$ cat config.mk
export PLATFORM = sky130hd
export DESIGN_NAME = resv_station_dual
export DESIGN_NICKNAME = d
export VERILOG_FILES = /design/src/rtl/rs_pkg.sv /design/src/rtl/rs_operand_slot.sv /design/src/rtl/rs_free_pick.sv /design/src/rtl/rs_age_select.sv /design/src/rtl/resv_station_dual.sv
export SDC_FILE = /design/constraint.sdc
export NUM_CORES = 1
export LEC_CHECK = 0
export ABC_AREA = 1
export CAP_MARGIN = 10
export CORE_ASPECT_RATIO = 0.6
export CORE_UTILIZATION = 40
export DETAILED_ROUTE_END_ITERATION = 8
export SYNTH_ARGS = -nofsm -noshare
export SYNTH_HDL_FRONTEND = slang
export SYNTH_SLANG_ARGS = --single-unit
export TNS_END_PERCENT = 50
$ cat constraint.sdc
create_clock -name clk -period 7.2 [get_ports clk]
set_input_delay 1.44 -clock clk [delete_from_list [all_inputs] [get_ports clk]]
set_output_delay 1.44 -clock clk [all_outputs]
set_load 0.02 [all_outputs]
$ cat src/rtl/rs_pkg.sv
`timescale 1ns/1ps
package rs_pkg;
   // true when cand lies strictly after ref_age in a wrapping window of half the range
   function automatic logic age_is_younger(input logic [31:0] cand,
                                           input logic [31:0] ref_age,
                                           input int unsigned width);
      logic [31:0] mask;
      logic [31:0] diff;
      mask = (32'd1 << width) - 32'd1;
      diff = (cand - ref_age) & mask;
      return (diff != 32'd0) && (diff < (32'd1 << (width - 1)));
   endfunction
endpackage

$ cat src/rtl/rs_operand_slot.sv
`timescale 1ns/1ps
module rs_operand_slot #(
   parameter int TAG_W  = 4,
   parameter int DATA_W = 16
) (
   input  logic              clk,
   input  logic              rst_n,
   input  logic              load,
   input  logic              ld_rdy,
   input  logic [TAG_W-1:0]  ld_tag,
   input  logic [DATA_W-1:0] ld_val,
   input  logic              bc_valid,
   input  logic [TAG_W-1:0]  bc_tag,
   input  logic [DATA_W-1:0] bc_val,
   output logic              rdy,
   output logic [DATA_W-1:0] val
);
   logic [TAG_W-1:0] tag_q;
   logic             ld_hit;
   logic             wait_hit;

   assign ld_hit   = bc_valid && !ld_rdy && (ld_tag == bc_tag);
   assign wait_hit = bc_valid && !rdy && (tag_q == bc_tag);

   always_ff @(posedge clk or negedge rst_n) begin
      if (!rst_n) begin
         rdy   <= 1'b0;
         tag_q <= '0;
         val   <= '0;
      end else if (load) begin
         rdy   <= ld_rdy | ld_hit;
         tag_q <= ld_tag;
         val   <= ld_hit ? bc_val : ld_val;
      end else if (wait_hit) begin
         rdy   <= 1'b1;
         val   <= bc_val;
      end
   end
endmodule

$ cat src/rtl/rs_free_pick.sv
`timescale 1ns/1ps
module rs_free_pick #(
   parameter int N = 6
) (
   input  logic [N-1:0] busy,
   output logic [N-1:0] pick_oh,
   output logic         full
);
   logic found;
   always_comb begin
      pick_oh = '0;
      found   = 1'b0;
      for (int i = 0; i < N; i++) begin
         if (!busy[i] && !found) begin
            pick_oh[i] = 1'b1;
            found      = 1'b1;
         end
      end
      full = &busy;
   end
endmodule

$ cat src/rtl/rs_age_select.sv
`timescale 1ns/1ps
module rs_age_select #(
   parameter int N       = 6,
   parameter int ISSUE_W = 2
) (
   input  logic                 clk,
   input  logic                 rst_n,
   input  logic [N-1:0]         alloc_oh,
   input  logic [N-1:0]         busy,
   input  logic [N-1:0]         elig,
   output logic [ISSUE_W*N-1:0] grant_flat
);
   // older_q[i][j] set: entry j was dispatched before entry i
   logic [N-1:0] older_q [N];

   always_ff @(posedge clk or negedge rst_n) begin
      if (!rst_n) begin
         for (int i = 0; i < N; i++) older_q[i] <= '0;
      end else begin
         for (int i = 0; i < N; i++) begin
            if (alloc_oh[i]) older_q[i] <= busy;
            else             older_q[i] <= older_q[i] & ~alloc_oh;
         end
      end
   end

   for (genvar p = 0; p < ISSUE_W; p++) begin : g_port
      logic [N-1:0] avail;
      logic [N-1:0] won;
      logic [N-1:0] left;
      if (p == 0) begin : g_head
         assign avail = elig;
      end else begin : g_tail
         assign avail = g_port[p-1].left;
      end
      for (genvar i = 0; i < N; i++) begin : g_ent
         assign won[i] = avail[i] & ~|(avail & older_q[i]);
      end
      assign left = avail & ~won;
      assign grant_flat[p*N +: N] = won;
   end
endmodule

$ cat src/rtl/resv_station_dual.sv
`timescale 1ns/1ps
module resv_station_dual
   import rs_pkg::*;
#(
   parameter int ENTRIES = 6,
   parameter int ISSUE_W = 2,
   parameter int OP_W    = 8,
   parameter int DATA_W  = 16,
   parameter int TAG_W   = 4,
   parameter int AGE_W   = 5
) (
   input  logic                      clk,
   input  logic                      rst_n,
   input  logic                      disp_valid,
   input  logic [OP_W-1:0]           disp_op,
   input  logic [AGE_W-1:0]          disp_age,
   input  logic                      disp_a_rdy,
   input  logic [TAG_W-1:0]          disp_a_tag,
   input  logic [DATA_W-1:0]         disp_a_val,
   input  logic                      disp_b_rdy,
   input  logic [TAG_W-1:0]          disp_b_tag,
   input  logic [DATA_W-1:0]         disp_b_val,
   output logic                      full,
   input  logic                      res_valid,
   input  logic [TAG_W-1:0]          res_tag,
   input  logic [DATA_W-1:0]         res_value,
   input  logic                      flush_valid,
   input  logic [AGE_W-1:0]          flush_age,
   output logic [ISSUE_W-1:0]        iss_valid,
   output logic [ISSUE_W*OP_W-1:0]   iss_op,
   output logic [ISSUE_W*DATA_W-1:0] iss_a,
   output logic [ISSUE_W*DATA_W-1:0] iss_b
);
   localparam int GRANT_W = ISSUE_W * ENTRIES;

   if (ENTRIES < 2)                       $error("ENTRIES must be at least 2");
   if (ISSUE_W < 1 || ISSUE_W > ENTRIES)  $error("ISSUE_W out of range");
   if (AGE_W > 31)                        $error("AGE_W too wide");
   if (AGE_W < $clog2(ENTRIES) + 2)       $error("AGE_W too narrow for the window");

   logic [ENTRIES-1:0]       busy_q, alloc_oh, load, kill, elig, issued, rdy_a, rdy_b;
   logic [OP_W-1:0]          op_q   [ENTRIES];
   logic [AGE_W-1:0]         age_q  [ENTRIES];
   logic [DATA_W-1:0]        val_a  [ENTRIES];
   logic [DATA_W-1:0]        val_b  [ENTRIES];
   logic [ENTRIES*AGE_W-1:0] age_flat;
   logic [GRANT_W-1:0]       grant_flat;
   logic [ISSUE_W*AGE_W-1:0] pick_age_flat;
   logic                     disp_drop, do_alloc;

   rs_free_pick #(.N(ENTRIES)) u_free (
      .busy    (busy_q),
      .pick_oh (alloc_oh),
      .full    (full)
   );

   assign disp_drop = flush_valid &&
                      age_is_younger(32'(disp_age), 32'(flush_age), AGE_W);
   assign do_alloc  = disp_valid && !full && !disp_drop;
   assign load      = do_alloc ? alloc_oh : '0;

   for (genvar e = 0; e < ENTRIES; e++) begin : g_ent
      logic             busy_r;
      logic [OP_W-1:0]  op_r;
      logic [AGE_W-1:0] age_r;

      always_ff @(posedge clk or negedge rst_n) begin
         if (!rst_n) begin
            busy_r <= 1'b0;
            op_r   <= '0;
            age_r  <= '0;
         end else if (load[e]) begin
            busy_r <= 1'b1;
            op_r   <= disp_op;
            age_r  <= disp_age;
         end else if (kill[e] || issued[e]) begin
            busy_r <= 1'b0;
         end
      end

      assign busy_q[e] = busy_r;
      assign op_q[e]   = op_r;
      assign age_q[e]  = age_r;
      assign age_flat[e*AGE_W +: AGE_W] = age_r;
      assign kill[e]   = busy_r && flush_valid &&
                         age_is_younger(32'(age_r), 32'(flush_age), AGE_W);
      assign elig[e]   = busy_r && rdy_a[e] && rdy_b[e] && !kill[e];

      rs_operand_slot #(.TAG_W(TAG_W), .DATA_W(DATA_W)) u_opa (
         .clk (clk), .rst_n (rst_n), .load (load[e]),
         .ld_rdy (disp_a_rdy), .ld_tag (disp_a_tag), .ld_val (disp_a_val),
         .bc_valid (res_valid), .bc_tag (res_tag), .bc_val (res_value),
         .rdy (rdy_a[e]), .val (val_a[e])
      );
      rs_operand_slot #(.TAG_W(TAG_W), .DATA_W(DATA_W)) u_opb (
         .clk (clk), .rst_n (rst_n), .load (load[e]),
         .ld_rdy (disp_b_rdy), .ld_tag (disp_b_tag), .ld_val (disp_b_val),
         .bc_valid (res_valid), .bc_tag (res_tag), .bc_val (res_value),
         .rdy (rdy_b[e]), .val (val_b[e])
      );
   end

   rs_age_select #(.N(ENTRIES), .ISSUE_W(ISSUE_W)) u_age (
      .clk        (clk),
      .rst_n      (rst_n),
      .alloc_oh   (load),
      .busy       (busy_q),
      .elig       (elig),
      .grant_flat (grant_flat)
   );

   always_comb begin
      iss_valid     = '0;
      iss_op        = '0;
      iss_a         = '0;
      iss_b         = '0;
      issued        = '0;
      pick_age_flat = '0;
      for (int p = 0; p < ISSUE_W; p++) begin
         for (int e = 0; e < ENTRIES; e++) begin
            if (grant_flat[p*ENTRIES + e]) begin
               iss_valid[p]                       = 1'b1;
               issued[e]                          = 1'b1;
               iss_op[p*OP_W +: OP_W]             = op_q[e];
               iss_a[p*DATA_W +: DATA_W]          = val_a[e];
               iss_b[p*DATA_W +: DATA_W]          = val_b[e];
               pick_age_flat[p*AGE_W +: AGE_W]    = age_q[e];
            end
         end
      end
   end
endmodule

# Yosys cells after proc, flatten, opt, wreduce, memory -nomap -nowiden
# Cells that the tools add are included.
# Widths: inputs -> output; s select.
[classes]
n_addsub = 7
order_cmp = 7
n_eq_ne = 14
n_mux = 138
n_bitwise = 35
reduce_logical = 160
[ops]
columns = ["operator", "n"]
rows = [
  ["$mux 16", 50],
  ["$reduce_bool 32->1", 7],
  ["$and 6x6->6", 19],
  ["$mux 8", 12],
  ["$logic_and 1x1->1", 73],
  ["$reduce_or 6->1", 12],
  ["$mux 1", 69],
  ["$eq 4x4->1", 14],
  ["$logic_not 1->1", 43],
  ["$mux 6", 7],
  ["$reduce_bool 2->1", 18],
  ["$lt 5x5->1 const B", 7],
  ["$sub 5x5->5", 7],
  ["$and 1x1->1", 12],
  ["$not 6->6", 2],
  ["$logic_or 1x1->1", 6],
  ["$reduce_and 6->1", 1],
  ["$or 1x1->1", 2],
]
[totals]
reg_bits = 372
inputBits = 85
output_inout_bits = 83
word_cells = 421

# Depth between registers and ports, before layout
[logic_depth]
depth_word = 22
depth_mapped = 28
depth_no_buf = 27

# Hierarchy
# A second synthesis with hierarchy kept.
[hier_totals]
cells_unflattened = 3875
area_unflattened_um2 = 26639.3
[by_module_without_submodules]
columns = ["mod", "instances", "cells_per_inst", "area_per_inst_um2", "seq_area_each_um2"]
rows = [
  ["rs_operand_slot", 12, 182, 1307.5, 525.5],
  ["resv_station_dual", 1, 1371, 8548.2, 2102.0],
  ["rs_age_select", 1, 308, 2348.5, 900.9],
  ["rs_free_pick", 1, 12, 52.6, 0.0],
]

# Worst setup path before layout
# Ideal clock, no wire load.
[synth_path]
kind = "in2out"
from = "in flush_age[3]"
to = "out iss_op[7]"
arrival_time_ns = 3.983
required_time_ns = 5.760
setup_slack_ns = 1.777
stages = 20
n_path_buf = 1
cell_sequence = "inv_1 > ha_1 > a21oi_1 > a21oi_1 > nor2_2 > nand2_4 > nand2_4 > inv_2 > nand2_2 > nand2_2 > nor2_4 > nand2_4 > nor2_4 > inv_2 > a21oi_4 > buf_2 > nand2_1 > nand3_1 > o21ai_0 > o21ai_0"
[synth_via]
elab_chain_cells = 16
[synth_lines]
columns = ["item", "line", "source"]
rows = [
  ["start: declaration", "resv_station_dual.sv:28", "input logic [AGE_W-1:0] flush_age,"],
  ["$sub 5x5->5", "rs_pkg.sv:10", "diff = (cand - ref_age) & mask;"],
  ["$lt 5x5->1 / $reduce_bool 32->1 (equally long branches)", "rs_pkg.sv:11", "return (diff != 32'd0) && (diff < (32'd1 << (width - 1)));"],
  ["$logic_and 1x1->1", "rs_pkg.sv:11", ""],
  ["$logic_and 1x1->1", "resv_station_dual.sv:85", "assign kill[e] = busy_r && flush_valid &&"],
  ["$logic_not 1->1", "resv_station_dual.sv:87", "assign elig[e] = busy_r && rdy_a[e] && rdy_b[e] && !kill[e];"],
  ["$logic_and 1x1->1", "resv_station_dual.sv:87", ""],
  ["$and 6x6->6", "rs_age_select.sv:37", "assign won[i] = avail[i] & ~|(avail & older_q[i]);"],
  ["$reduce_or 6->1", "rs_age_select.sv:37", ""],
  ["$logic_not 1->1", "rs_age_select.sv:37", ""],
  ["$and 1x1->1", "rs_age_select.sv:37", ""],
  ["$mux 8 (5 in series)", "resv_station_dual.sv:121", "if (grant_flat[p*ENTRIES + e]) begin"],
  ["$mux 8 *", "resv_station_dual.sv:121", ""],
  ["end: declaration", "resv_station_dual.sv:30", "output logic [ISSUE_W*OP_W-1:0] iss_op,"],
]
# Mark *: on every way between the ends. The rest lies on a longest branch, timed or not.

# Final worst setup path
[layout_path]
from = "in flush_age[3]"
to = "out iss_a[7]"
[layout_via]
elab_chain_cells = 16
[layout_lines]
columns = ["item", "line", "source"]
rows = [
  ["$sub 5x5->5", "rs_pkg.sv:10", ""],
  ["$lt 5x5->1 / $reduce_bool 32->1 (equally long branches)", "rs_pkg.sv:11", ""],
  ["$logic_and 1x1->1", "rs_pkg.sv:11", ""],
  ["$logic_and 1x1->1", "resv_station_dual.sv:85", ""],
  ["$logic_not 1->1", "resv_station_dual.sv:87", ""],
  ["$logic_and 1x1->1", "resv_station_dual.sv:87", ""],
  ["$and 6x6->6", "rs_age_select.sv:37", ""],
  ["$reduce_or 6->1", "rs_age_select.sv:37", ""],
  ["$logic_not 1->1", "rs_age_select.sv:37", ""],
  ["$and 1x1->1", "rs_age_select.sv:37", ""],
  ["$mux 16 (5 in series)", "resv_station_dual.sv:121", ""],
  ["$mux 16 *", "resv_station_dual.sv:121", ""],
  ["end: declaration", "resv_station_dual.sv:31", "output logic [ISSUE_W*DATA_W-1:0] iss_a,"],
]
# Marks and branches as above.

==> flow_metrics.env <==
export IMPL_status="finished, final reports clean"
export IMPL_syn_avg_cell_area_um2=7.16
export IMPL_synth_edf_count=0
export IMPL_tritoncts="done"
export IMPL_cp_end_kind="output port"
export IMPL_wl_met3_um=14300
export IMPL_ctsHoldBuffers=0
export IMPL_grt_antenna_before_repair=3
export IMPL_crit_required_ns=5.76
export IMPL_synth_warnings=0
export IMPL_finClkSkew_ns=0.0353
export IMPL_maxCapViolCount=0
export IMPL_clk_pin_slew_ns=0.06
export IMPL_reg2reg_depth=13
export IMPL_synth_largest_area_cell="dfrtp_1"
export IMPL_r2r_slack_ns=3.59
export IMPL_die_area_mm2=0.0579
export IMPL_met1_length_um=43000
export IMPL_synth_distinct_cells=52
export IMPL_max_stage_delay_ns=0.65
export IMPL_crit_path_frequent_cell="nand2_1"
export IMPL_vias_per_cell=5.87
export IMPL_rr_startpoint="g_ent[1].busy_r$_DFFE_PN0P_"
export IMPL_gr_total_overflow=0
export IMPL_cts_root_buf="clkbuf_16"
export IMPL_nNetsFinal=3392
export IMPL_fp_dieH_um=187
export IMPL_regArea_mm2=0.00931
export IMPL_clk_latency_ns=0.57
export IMPL_synth_seq_area_share_pct=40.9
export IMPL_worst_pin_slew_ns=1.14
export IMPL_max_vdd_ir_drop_v=0.000191
export IMPL_hold_viol=0
export IMPL_grt_pass1_vias=22400
export IMPL_instances_no_fill=4067
export IMPL_cts_sinks=372
export IMPL_rows=67
export IMPL_multiInputGateArea_mm2=0.0114
export IMPL_io_buffers=167
export IMPL_critPathKind="in2out"
export IMPL_synthAdderAreaFrac_pct=1.54
export IMPL_dr_pass1_iters=7
export IMPL_synth_seq_cells=372
export IMPL_yosys_area_share_simple_pct=28.0
export IMPL_cp_slowest_cell="clkdlybuf4s50_1"
export IMPL_min_period_ns=7.07
export IMPL_wl_per_cell_um=24.1
export IMPL_async_flop_share_pct=100
export IMPL_wl_met2_um=38200
export IMPL_drc=0
export IMPL_drtIter0Drc=3351
export IMPL_power_density_mw_per_mm2=399
export IMPL_fmax_mhz=142
export IMPL_crit_chain="clkdlybuf4s50_1, clkinvlp_4, buf_12, ha_1, nand2_1, inv_1, nand2_1, nand3_1, nand2_1, nand3_4, nand2_4, o21ai_2, nor2_2, nand2_4, nor2_4, inv_2, a21oi_4, buf_4, clkbuf_16, nand2_1, o211ai_2, o21ai_1, o21ai_1, clkdlybuf4s50_1"
export IMPL_clk_path_buf_depth=3
export IMPL_syn_area_mm2=0.0227
export IMPL_drive_gt1_share_pct=8.92
export IMPL_diodes=0
export IMPL_top_layer_used="met5"
export IMPL_synth_top_area_share_pct=40.9
export IMPL_antenna_left=0
export IMPL_synthXorXnorAreaFrac_pct=0.979
export IMPL_rr_endpoint="g_ent[1].u_opa.rdy$_DFFE_PN0P_"
export IMPL_grt_usage_pct=33.6
export IMPL_synth_flop_cell="dfrtp_1"
export IMPL_synth_top_cells_by_count="nand2_1, dfrtp_1, inv_1"
export IMPL_area_delta_synth_final_pct=18.8
export IMPL_gp_congestion=0.945
export IMPL_synth_mux_area_share_pct=0
export IMPL_drt_total_wl_um=98200
export IMPL_endpoint="iss_a[7]"
export IMPL_htreeDepth=2
export IMPL_grt_max_degree=155
export IMPL_hpwl_um=64500
export IMPL_post_dp_cell_area_mm2=0.0254
export IMPL_worstPathArrival_ns=5.63
export IMPL_setup_tns_final_ns=0
export IMPL_slew_headroom_pct=23.5
export IMPL_numCtsBuffers=41
export IMPL_core_mm2=0.0560
export IMPL_critPathLaunch="flush_age[3]"
export IMPL_synth_compound_area_share_pct=18.8
export IMPL_die_width_um=310
export IMPL_p_leak_nw=13.0
export IMPL_min_period_over_period_pct=98.1
export IMPL_syn_num_nets=3288
export IMPL_worst_path_max_fanout=13
export IMPL_design_area_mm2=0.0270
export IMPL_synth_top_cells_by_area="dfrtp_1, nand2_1, o21ai_0, nand3_1, inv_1"
export IMPL_fillCellCount=5591
export IMPL_hold_path_class="reg2reg"
export IMPL_start_kind="input port"
export IMPL_synth_cells=3175
export IMPL_grt_pass1_wl_um=145000
export IMPL_vias=23900
export IMPL_initial_core_util_pct=40.6
export IMPL_ios=168
export IMPL_holdPathStages=2
export IMPL_synth_top_family_by_area="simple AND/OR/NAND/NOR gates"
export IMPL_dp_cells=3989
export IMPL_setup_viol_count_final=0
export IMPL_final_max_slew_violation_count=0
export IMPL_yosysMostFrequentCell="nand2_1"
==> layer usage <==
| metal | vias to the layer above | GRT usage [%] |
|---|---|---|
| li1 | 10600 | - |
| met1 | 11400 | 50.7 |
| met2 | 1678 | 44.7 |
| met3 | 207 | 11.5 |
| met4 | 2 | 9.08 |
| met5 | - | 0 |
==> area by class of cell <==
class | count | share of cell area, %
clock buffer | 64 | 4.68
clock inverter | 8 | 0.384
inverter | 358 | 4.99
multi-input combinational | 2256 | 42.1
sequential | 372 | 34.4
tap | 759 | 3.51
timing repair buffer | 250 | 9.86
==> power breakdown <==
part	leakage [nW]	internal, mW	total, mW	switching (mW)
registers	4.67	2.99	3.62	0.632
clock network	0.673	1.28	2.19	0.916
logic	7.68	1.83	4.98	3.14
total	13.0	6.10	10.8	4.69
==> cells in the final DEF, fill, tap and decap left out, types with 31 or more instances in the layout <==
cell / netlist / final
o211ai_1: 122 / 122
inv_1: 327 / 320
o21ai_0: 317 / 316
nand3_1: 257 / 257
nor2_1: 155 / 150
o21ai_1: 90 / 91
clkbuf_16: 0 / 43
dfrtp_1: 372 / 372
nand2_1: 999 / 998
a22oi_1: 38 / 38
clkdlybuf4s50_1: 0 / 146
o311ai_0: 31 / 31
a21oi_1: 40 / 39
buf_4: 6 / 58
==> sequential cells by signal, indices dropped and copies added (netlist names), named ones only <==
register and count:
g_ent.u_opa.val 96, g_ent.u_opb.val 96, g_ent.op_r 48, g_ent.age_r 30
u_age.older_q 30, g_ent.u_opa.tag_q 24, g_ent.u_opb.tag_q 24, g_ent.busy_r 6
g_ent.u_opa.rdy 6, g_ent.u_opb.rdy 6
==> critical path: cells and delay by family <==
kind | cells | cell delay, ns
and+or+nand+nor | 10 | 1.24
buffers and inverters | 8 | 1.92
AOI/OAI and AO/OA | 5 | 0.68
adders and majority gates | 1 | 0.35
==> through the flow <==
step                hold slack, ns  power [mW]  utilization [%]  worst slack, ns
floorplan                    0.436        6.41                -             1.78
global placement             0.451        8.32             45.4            0.108
detailed placement           0.459        8.43             45.4            0.118
CTS                          0.474        10.6             47.9           0.0977
global route                 0.512        11.4             48.3          -0.0237
finish                       0.469        10.8             48.3            0.134
==> how the worst min path moves through the flow <==
stage	from	slack, ns	endpoint
2_1_floorplan	flip-flop	0.44	flip-flop
3_3_place_gp	flip-flop	0.45	flip-flop
3_5_place_dp	flip-flop	0.46	flip-flop
4_1_cts	flip-flop	0.47	flip-flop
5_1_grt	u_age.older_q[2]$_DFF_PN0_	0.51	u_age.older_q[2]$_DFF_PN0_
6_report	flip-flop	0.47	flip-flop
==> cells by family after synthesis <==
kind of cell / Yosys count
AND/OR/NAND/NOR: 1503
flip-flops: 372
adder cells (fa/ha/maj): 28
buffers and inverters: 547
XOR/XNOR: 22
AO/OA/AOI/OAI: 703
==> timing repair <==
action                     4_1_cts  5_1_grt
setup buffers                    0        4
setup endpoints to repair        0       62
resized for setup                0       36
No activity file was read; power rests on OpenSTA's default activity.
